`src/rtl/sio_irq_pkg.sv`:
```
package sio_irq_pkg;

  localparam int NCH   = 2;
  localparam int VEC_W = 8;
  localparam int CMD_W = 3;

  localparam logic [CMD_W-1:0] CMD_CLR_TXP = 3'b101;
  localparam logic [CMD_W-1:0] CMD_CLR_IUS = 3'b111;

  typedef struct packed {
    logic rxp;   // receive pending
    logic txp;   // transmit pending
    logic rxs;   // receive in service
    logic txs;   // transmit in service
    logic brk;   // break seen
  } chan_flags_t;

  localparam chan_flags_t FLAGS_CLR = '0;

  function automatic logic [VEC_W-1:0] none_code(input logic hi);
    return hi ? 8'h60 : 8'h06;
  endfunction

  function automatic logic [VEC_W-1:0] rx_code(input int ch, input logic hi);
    if (ch == 0) return hi ? 8'h30 : 8'h0C;
    return hi ? 8'h20 : 8'h04;
  endfunction

  function automatic logic [VEC_W-1:0] tx_code(input int ch, input logic hi);
    if (ch == 0) return hi ? 8'h10 : 8'h08;
    return 8'h00;
  endfunction

endpackage

```
`src/rtl/sio_irq_stage.sv`:
```
module sio_irq_stage
  import sio_irq_pkg::*;
#(
  parameter int CH = 0
) (
  input  chan_flags_t       flags_i,
  input  logic [VEC_W-1:0]  vec_i,
  input  logic              data_rd,
  input  logic              cmd_stb,
  input  logic [CMD_W-1:0]  cmd_code,
  input  logic              rx_char,
  input  logic              tx_empty,
  input  logic              brk_det,
  input  logic              hi_status,
  output chan_flags_t       flags_o,
  output logic [VEC_W-1:0]  vec_o
);

  localparam logic [VEC_W-1:0] RXC_LO = rx_code(CH, 1'b0);
  localparam logic [VEC_W-1:0] RXC_HI = rx_code(CH, 1'b1);
  localparam logic [VEC_W-1:0] TXC_LO = tx_code(CH, 1'b0);
  localparam logic [VEC_W-1:0] TXC_HI = tx_code(CH, 1'b1);

  logic [VEC_W-1:0] rxc, txc, nonec;
  chan_flags_t      f;
  logic [VEC_W-1:0] v;

  assign rxc   = hi_status ? RXC_HI : RXC_LO;
  assign txc   = hi_status ? TXC_HI : TXC_LO;
  assign nonec = none_code(hi_status);

  always_comb begin
    f = flags_i;
    v = vec_i;
    // data register read retires receive, then re-raises a waiting transmit
    if (data_rd) begin
      f.rxp = 1'b0;
      f.rxs = 1'b0;
      v     = nonec;
      if (f.txp) begin
        f.txs = 1'b1;
        v     = txc;
      end
    end
    // host command
    if (cmd_stb) begin
      if (cmd_code == CMD_CLR_TXP) begin
        f.txp = 1'b0;
        f.txs = 1'b0;
        v     = nonec;
        if (f.rxp) begin
          f.rxs = 1'b1;
          v     = rxc;
        end
      end else if (cmd_code == CMD_CLR_IUS) begin
        if (f.rxs) begin
          f.rxs = 1'b0;
          if (f.txp) begin
            f.txs = 1'b1;
            v     = txc;
          end
        end else begin
          f.txs = 1'b0;
        end
      end
    end
    if (rx_char) begin
      f.rxp = 1'b1;
      f.rxs = 1'b1;
      v     = rxc;
    end
    if (tx_empty) begin
      f.txp = 1'b1;
      if (!f.rxs) begin
        f.txs = 1'b1;
        v     = txc;
      end
    end
    if (brk_det) f.brk = 1'b1;
  end

  assign flags_o = f;
  assign vec_o   = v;

endmodule

```
`src/rtl/sio_irq_encode.sv`:
```
module sio_irq_encode
  import sio_irq_pkg::*;
(
  input  chan_flags_t      fa,
  input  chan_flags_t      fb,
  input  logic [NCH-1:0]   tx_ie,
  input  logic [1:0]       rx_mode_a,
  input  logic [1:0]       rx_mode_b,
  input  logic [NCH-1:0]   brk_ie,
  output logic             irq,
  output logic [VEC_W-1:0] status
);

  logic rx_on_a, rx_on_b, cond_a, cond_b;

  assign rx_on_a = (rx_mode_a == 2'b01) || (rx_mode_a == 2'b10);
  assign rx_on_b = (rx_mode_b == 2'b01) || (rx_mode_b == 2'b10);

  assign cond_a = (tx_ie[0] & fa.txp) | (rx_on_a & fa.rxp) | (brk_ie[0] & fa.brk);
  assign cond_b = (tx_ie[1] & fb.txp) | (rx_on_b & fb.rxp) | (brk_ie[1] & fb.brk);

  assign irq = cond_a | cond_b;

  always_comb begin
    status    = '0;
    status[5] = fa.rxp;
    status[4] = fa.txp & tx_ie[0];
    status[2] = fb.rxp;
    status[1] = fb.txp & tx_ie[1];
  end

endmodule

```
`src/rtl/sio_irq_arbiter.sv`:
```
module sio_irq_arbiter
  import sio_irq_pkg::*;
(
  input  logic             clk,
  input  logic             rst,
  input  logic [1:0]       rx_char,
  input  logic [1:0]       tx_empty,
  input  logic [1:0]       data_rd,
  input  logic [1:0]       brk_det,
  input  logic [1:0]       cmd_stb,
  input  logic [2:0]       cmd_code_a,
  input  logic [2:0]       cmd_code_b,
  input  logic [1:0]       tx_ie,
  input  logic [1:0]       rx_mode_a,
  input  logic [1:0]       rx_mode_b,
  input  logic [1:0]       brk_ie,
  input  logic             hi_status,
  output logic             irq,
  output logic [7:0]       pend_status,
  output logic [7:0]       vector
);

  chan_flags_t      flags_q [NCH];
  chan_flags_t      flags_d [NCH];
  logic [VEC_W-1:0] vec_chain [NCH+1];
  logic [CMD_W-1:0] cmd_code [NCH];
  logic [VEC_W-1:0] vec_q;
  logic             irq_d;
  logic [VEC_W-1:0] status_d;
  logic             irq_q;
  logic [VEC_W-1:0] status_q;

  assign cmd_code[0]  = cmd_code_a;
  assign cmd_code[1]  = cmd_code_b;
  assign vec_chain[0] = vec_q;

  // channel A is applied first, channel B may overwrite its vector load
  for (genvar c = 0; c < NCH; c++) begin : g_ch
    sio_irq_stage #(.CH(c)) u_stage (
      .flags_i   (flags_q[c]),
      .vec_i     (vec_chain[c]),
      .data_rd   (data_rd[c]),
      .cmd_stb   (cmd_stb[c]),
      .cmd_code  (cmd_code[c]),
      .rx_char   (rx_char[c]),
      .tx_empty  (tx_empty[c]),
      .brk_det   (brk_det[c]),
      .hi_status (hi_status),
      .flags_o   (flags_d[c]),
      .vec_o     (vec_chain[c+1])
    );

    always_ff @(posedge clk) begin
      if (rst) flags_q[c] <= FLAGS_CLR;
      else     flags_q[c] <= flags_d[c];
    end
  end

  sio_irq_encode u_enc (
    .fa        (flags_d[0]),
    .fb        (flags_d[1]),
    .tx_ie     (tx_ie),
    .rx_mode_a (rx_mode_a),
    .rx_mode_b (rx_mode_b),
    .brk_ie    (brk_ie),
    .irq       (irq_d),
    .status    (status_d)
  );

  always_ff @(posedge clk) begin
    if (rst) begin
      vec_q    <= '0;
      irq_q    <= 1'b0;
      status_q <= '0;
    end else begin
      vec_q    <= vec_chain[NCH];
      irq_q    <= irq_d;
      status_q <= status_d;
    end
  end

  assign irq         = irq_q;
  assign pend_status = status_q;
  assign vector      = vec_q;

endmodule

```
`config.mk`:
```
export PLATFORM = sky130hd
export DESIGN_NAME = sio_irq_arbiter
export DESIGN_NICKNAME = d
export VERILOG_FILES = /design/src/rtl/sio_irq_pkg.sv /design/src/rtl/sio_irq_stage.sv /design/src/rtl/sio_irq_encode.sv /design/src/rtl/sio_irq_arbiter.sv
export SDC_FILE = /design/constraint.sdc
export NUM_CORES = 1
export LEC_CHECK = 0
export BUFFER_PORTS_ARGS = -buffer_cell sky130_fd_sc_hd__buf_4
export CAP_MARGIN = 20
export CORE_ASPECT_RATIO = 1.2
export CORE_MARGIN = 2
export CORE_UTILIZATION = 53
export CTS_BUF_LIST = sky130_fd_sc_hd__clkbuf_4 sky130_fd_sc_hd__clkbuf_8
export CTS_CLUSTER_DIAMETER = 60
export DETAILED_ROUTE_END_ITERATION = 10
export PLACE_DENSITY = 0.84
export SYNTH_ARGS = -nofsm -noshare
export SYNTH_HDL_FRONTEND = slang
export SYNTH_SLANG_ARGS = --single-unit
export TNS_END_PERCENT = 1
```
`constraint.sdc`:
```
create_clock -name clk -period 5 [get_ports clk]
set_clock_uncertainty 0.15 [all_clocks]
set_input_delay 1.5 -clock clk [delete_from_list [all_inputs] [get_ports clk]]
set_output_delay 1.5 -clock clk [all_outputs]
set_load 0.01 [all_outputs]
```
# After elaboration in Yosys (flattened, before gate mapping)
# Memory sizes are Yosys's and may differ from the RTL's.
# Cells that the tools add are included.
[totals]
regBits = 17
mem_bits_rw = 10
in_bits = 27
wordCells = 91
memories = 1
[mem_list]
columns = ["memory", "depth", "word_bits", "rd", "rd_clocked_by_memory_dff", "wr", "line", "text"]
rows = [
  ["flags_q", 2, 5, 2, 0, 2, "sio_irq_arbiter.sv:23", "chan_flags_t flags_q [NCH];"],
]
[classes]
eq_ne = 8
muxes = 63
n_bitwise = 13
reduce_logical = 2
[op_table]
columns = ["cell", "count"]
rows = [
  ["two-way mux 8 bit", 21],
  ["two-way mux 1 bit", 27],
  ["two-way mux 5 bit", 3],
  ["two-way mux 7 bit", 2],
  ["== test 3 bit (second input constant)", 4],
  ["two-way mux 2 bit", 6],
  ["two-way mux 6 bit", 2],
  ["bitwise OR 1 bit", 7],
  ["AND 1 bit", 6],
  ["two-way mux 3 bit", 2],
  ["== test 2 x 1 -> 1 bit (second input constant)", 2],
  ["== test 2 bit (second input constant)", 2],
  ["logical OR 1 bit", 2],
]

# Logic depth before layout (Yosys ltp)
[depth]
depth_word = 20
ltp_mapped = 6
ltp_nobuf = 5

# Hierarchy
# From an unflattened synthesis, not the netlist that was laid out.
[unflattened]
cells_unflattened = 182
area_unflattened_um2 = 1636.6
[by_module_without_submodules]
columns = ["mod", "instances", "cells_per_inst", "area_each_um2"]
rows = [
  ["sio_irq_arbiter", 1, 64, 809.5],
  ["sio_irq_stage at g_ch[0].u_stage", 1, 57, 397.9],
  ["sio_irq_stage at g_ch[1].u_stage", 1, 47, 325.3],
  ["sio_irq_encode", 1, 14, 103.8],
]

# Worst setup path before layout
# No wires, ideal clock.
[synth_timing]
path_type = "input to register"
start = "input port data_rd[1]"
end = "register vec_q[3], in the netlist vector[3]"
setup_ns = 0.060
t_arrival_ns = 2.665
required_time_ns = 4.790
slack_ns = 2.125
path_stages = 5
cell_sequence = "buf_6 -> nor2_1 -> or4b_4 -> a2111oi_4 -> a22o_1"
[synth_via]
elab_chain_cells = 9
word_cells_on_any_way = 17
[synth_lines]
columns = ["element", "line", "text"]
rows = [
  ["start, declared", "sio_irq_arbiter.sv:8", "input logic [1:0] data_rd,"],
  ["two-way mux 8 bit", "sio_irq_stage.sv:36", "if (data_rd) begin"],
  ["two-way mux 8 bit", "sio_irq_stage.sv:58", "if (f.txp) begin"],
  ["two-way mux 8 bit", "sio_irq_stage.sv:56", "if (f.rxs) begin"],
  ["two-way mux 8 bit", "sio_irq_stage.sv:55", "end else if (cmd_code == CMD_CLR_IUS) begin"],
  ["two-way mux 8 bit", "sio_irq_stage.sv:47", "if (cmd_code == CMD_CLR_TXP) begin"],
  ["two-way mux 8 bit", "sio_irq_stage.sv:46", "if (cmd_stb) begin"],
  ["two-way mux 8 bit", "sio_irq_stage.sv:67", "if (rx_char) begin"],
  ["two-way mux 8 bit", "sio_irq_stage.sv:74", "if (!f.rxs) begin"],
  ["two-way mux 8 bit (*)", "sio_irq_stage.sv:72", "if (tx_empty) begin"],
  ["end signal, assigned", "sio_irq_arbiter.sv:76", "vec_q <= vec_chain[NCH];"],
  ["end, declared", "sio_irq_arbiter.sv:27", "logic [VEC_W-1:0] vec_q;"],
]
# Mark *: on every way between the ends. The rest lies on a longest branch, timed or not.
# A chain may end at the register's enable or synchronous reset.

# Worst setup path in the final report
[layout_timing]
start = "input port cmd_code_b[0]"
end = "register vec_q[0], in the netlist vector[0]"
[layout_via]
elab_chain_cells = 7
word_cells_on_any_way = 12
[layout_lines]
columns = ["element", "line", "text"]
rows = [
  ["start, declared", "sio_irq_arbiter.sv:12", "input logic [2:0] cmd_code_b,"],
  ["== test 3 bit", "sio_irq_stage.sv:55", ""],
  ["two-way mux 8 bit / two-way mux 2 bit (equally long branches)", "sio_irq_stage.sv:55", ""],
  ["two-way mux 8 bit / two-way mux 2 bit (equally long branches)", "sio_irq_stage.sv:47", ""],
  ["two-way mux 8 bit / two-way mux 3 bit (equally long branches)", "sio_irq_stage.sv:46", ""],
  ["two-way mux 8 bit / two-way mux 1 bit (equally long branches)", "sio_irq_stage.sv:67", ""],
  ["two-way mux 8 bit", "sio_irq_stage.sv:74", ""],
  ["two-way mux 8 bit (*)", "sio_irq_stage.sv:72", ""],
]
# Marks and branches as above.

==> impl_metrics.ini <==
[drt]
first_pass_iters = 4
routed_wire_length_per_instance_microns = 14.4
antenna_violating_nets_post_route = 0
wl_mm = 2.65
detail_route.drc_violations = 0
detailedRoute.firstIterationViolations = 14
dr_total_vias = 1083
routed_via_density = 5.89

[grt]
grt.overflow.total = 0
first_global_vias = 1073
grt_pass1_wl_mm = 4.37
grt_usage_pct = 24.1
grt_antenna_before_repair = 0
grt_start_max_net_pins = 14

[hold_path]
worstHoldPathCells = 2
hold_class = flop to flop
worst_min_path_start = flags_q[1][0]

[synth]
synth.cell_area_sq_um = 1110
synth_area_leader_cell = sky130_fd_sc_hd__dfxtp_1
ys.warnings.count = 0
synth_most_common_cell = sky130_fd_sc_hd__dfxtp_1
synth_seq_cells = 19
synth_edf_count = 0
synth.top_cell.area_share_pct = 34.4
synth.area.top_cells = sky130_fd_sc_hd__dfxtp_1, sky130_fd_sc_hd__nor2_1, sky130_fd_sc_hd__buf_4
postSynthAreaPerCell_sq_um = 8.71
synth_top_cells_by_count = sky130_fd_sc_hd__dfxtp_1, sky130_fd_sc_hd__nor2_1, sky130_fd_sc_hd__o21ai_0
yosys.cell_types.count = 52
synth_seq_area_share_pct = 34.4
postSynth.asyncResetShare_pct = 0
synthesis.instances = 127
dominantRegCellSynth = sky130_fd_sc_hd__dfxtp_1

[timing]
final_hold_viol_count = 0
max_freq_ghz = 0.365
post_route_minimum_period_ns = 2.74
finalCritPeriodShare_pct = 54.7
final.setup.tns_ns = 0
rsz0062_at_grt = false
post-route-worst-setup-slack_ns = 2.26
drv_slew = 0
total_of_endpoints_with_negative_setup_slack_in_the_final_report = 0

[placement]
dp_hpwl_mm = 2.10
postPlaceCellArea_sq_um = 1370
place.gp.congestion = 0.874
placement.io_buffers = 39
setup_slack_after_placement_ns = 1.96

[critical_path]
regToRegStartpoint = flags_q[1][3]
setup.worst_path.start = cmd_code_b[0]
crit_required_ns = 5.10
setup.worst_path.end_class = flop
startpoint_type_of_the_worst_setup_path = input port
worst-endpoint-arrival_ns = 2.83
r2r.worst_path.cells = 5
path_class = input port to flop
timing.critical_path.fanout_max = 4

[clock_network]
cts_setup_buffers = 0
tritoncts = done
cts-hold-fix-buffers = 0
postCtsResizedCells = 0
tritoncts_sinks = 19
clk_latency_ns = 0.30
root_buffer = sky130_fd_sc_hd__clkbuf_4
clk_path_buf_depth = 2
tritoncts.num_buffers = 3
cts_htree_levels = 1
clkSlewWorstSetupHoldPaths_ns = 0.11

[finish]
fillCellCount = 182
final_net_count = 192
multi_input_area_sq_um = 647
area.growth.synth_to_final_pct = 26.1
postLayoutCellArea_sq_um = 1400
layout.area.seq_sq_um = 380
drive_above_1_share_pct = 34.1
antenna-diode-count = 0
finalCoreUtilization_pct = 68.8

[floorplanning]
initial_core_util_pct = 54.6
die_height_microns = 54.0
core_region_area_sq_um = 2030
die_area_sq_um = 2470
rows = 18
io_pins = 44
die_width_microns = 45.7

[run_status]
status = finished clean

[power]
power.ir.vdd_worst_v = 0.000181
cellLeakagePower_nw = 0.604
power.density_nw_per_um2 = 228

[job]
drv.max_cap_violation_count = 0
worst max-delay path: stages:
cell	delay, ns
sky130_fd_sc_hd__buf_4	0.13
sky130_fd_sc_hd__nand3_2	0.09
sky130_fd_sc_hd__a21oi_2	0.05
sky130_fd_sc_hd__or4b_4	0.54
sky130_fd_sc_hd__a2111oi_4	0.34
sky130_fd_sc_hd__and2_1	0.18
registers in the layout (all words and copies together) (netlist names):
| signal | cells |
|---|---|
| vector | 8 |
| flags_q | 7 |
| pend_status | 3 |
| irq | 1 |
kinds of logic (layout without fill, tap and decap cells):
| family | count (synthesis) | after routing | share of synthesized area [%] |
|---|---|---|---|
| and+or+nand+nor | 50 | 50 | 28.8 |
| AOI/OAI and AO/OA | 40 | 40 | 26.7 |
| DFF | 19 | 19 | 34.4 |
| buffers and inverters | 15 | 49 | 8.14 |
| xor gates and xnor gates | 2 | 2 | 1.58 |
| other | 1 | 4 | 0.339 |
report_power, final:
part           leakage, nW  internal, mW  switching [mW]
clock               0.0177        0.0298          0.0482
sequential           0.157         0.160         0.00655
combinational        0.430        0.0374          0.0363
total                0.604         0.227          0.0910
cell usage in the layout (no fill, tap or decap), drive strengths merged, types with 3 or more instances in the layout:
| master | netlist | routed |
|---|---|---|
| buf | 8 | 39 |
| dfxtp | 19 | 19 |
| nor2 | 16 | 16 |
| o21ai | 9 | 9 |
| a21oi | 8 | 8 |
| inv | 6 | 6 |
| and2 | 5 | 5 |
| nand2 | 5 | 5 |
| conb | 1 | 4 |
| nor3 | 3 | 3 |
| a31oi | 3 | 3 |
| clkbuf | 1 | 3 |
| nand3 | 3 | 3 |
through the flow:
| stage | instances | power (mW) | hold WS (ns) |
|---|---|---|---|
| after global routing | 184 | 0.332 | 0.362 |
| after floorplan | 130 | 0.211 | 0.279 |
| after detailed placement | 180 | 0.243 | 0.313 |
| final | 184 | 0.318 | 0.335 |
| after global placement | 180 | 0.241 | 0.296 |
| after CTS | 184 | 0.320 | 0.333 |
final cells by class:
type	count	share of cell area (%)
multi-input combinational	96	46.4
sequential	19	27.3
timing repair buffer	39	21.0
tap	20	1.79
clock buffer	3	1.61
inverter	6	1.61
clock inverter	1	0.359
metal layers:
| layer | vias to the layer above | track usage [%] | wire [microns] |
|---|---|---|---|
| met3 | 6 | 2.01 | 124 |
| met5 | - | 0 | 0 |
| met1 | 505 | 26.4 | 1060 |
| met2 | 34 | 46.0 | 1410 |
| li1 | 538 | - | - |
| met4 | 0 | 10.5 | 47 |
worst paths after layout:
| kind | to | slack, ns |
|---|---|---|
| setup / recovery | vector[0] | 2.26 |
| hold / removal | flags_q[1][0] | 0.33 |
| setup reg to reg | vector[0] | 3.18 |
| hold reg to reg | flags_q[1][0] | 0.33 |
No activity file was read; power rests on OpenSTA's default activity.
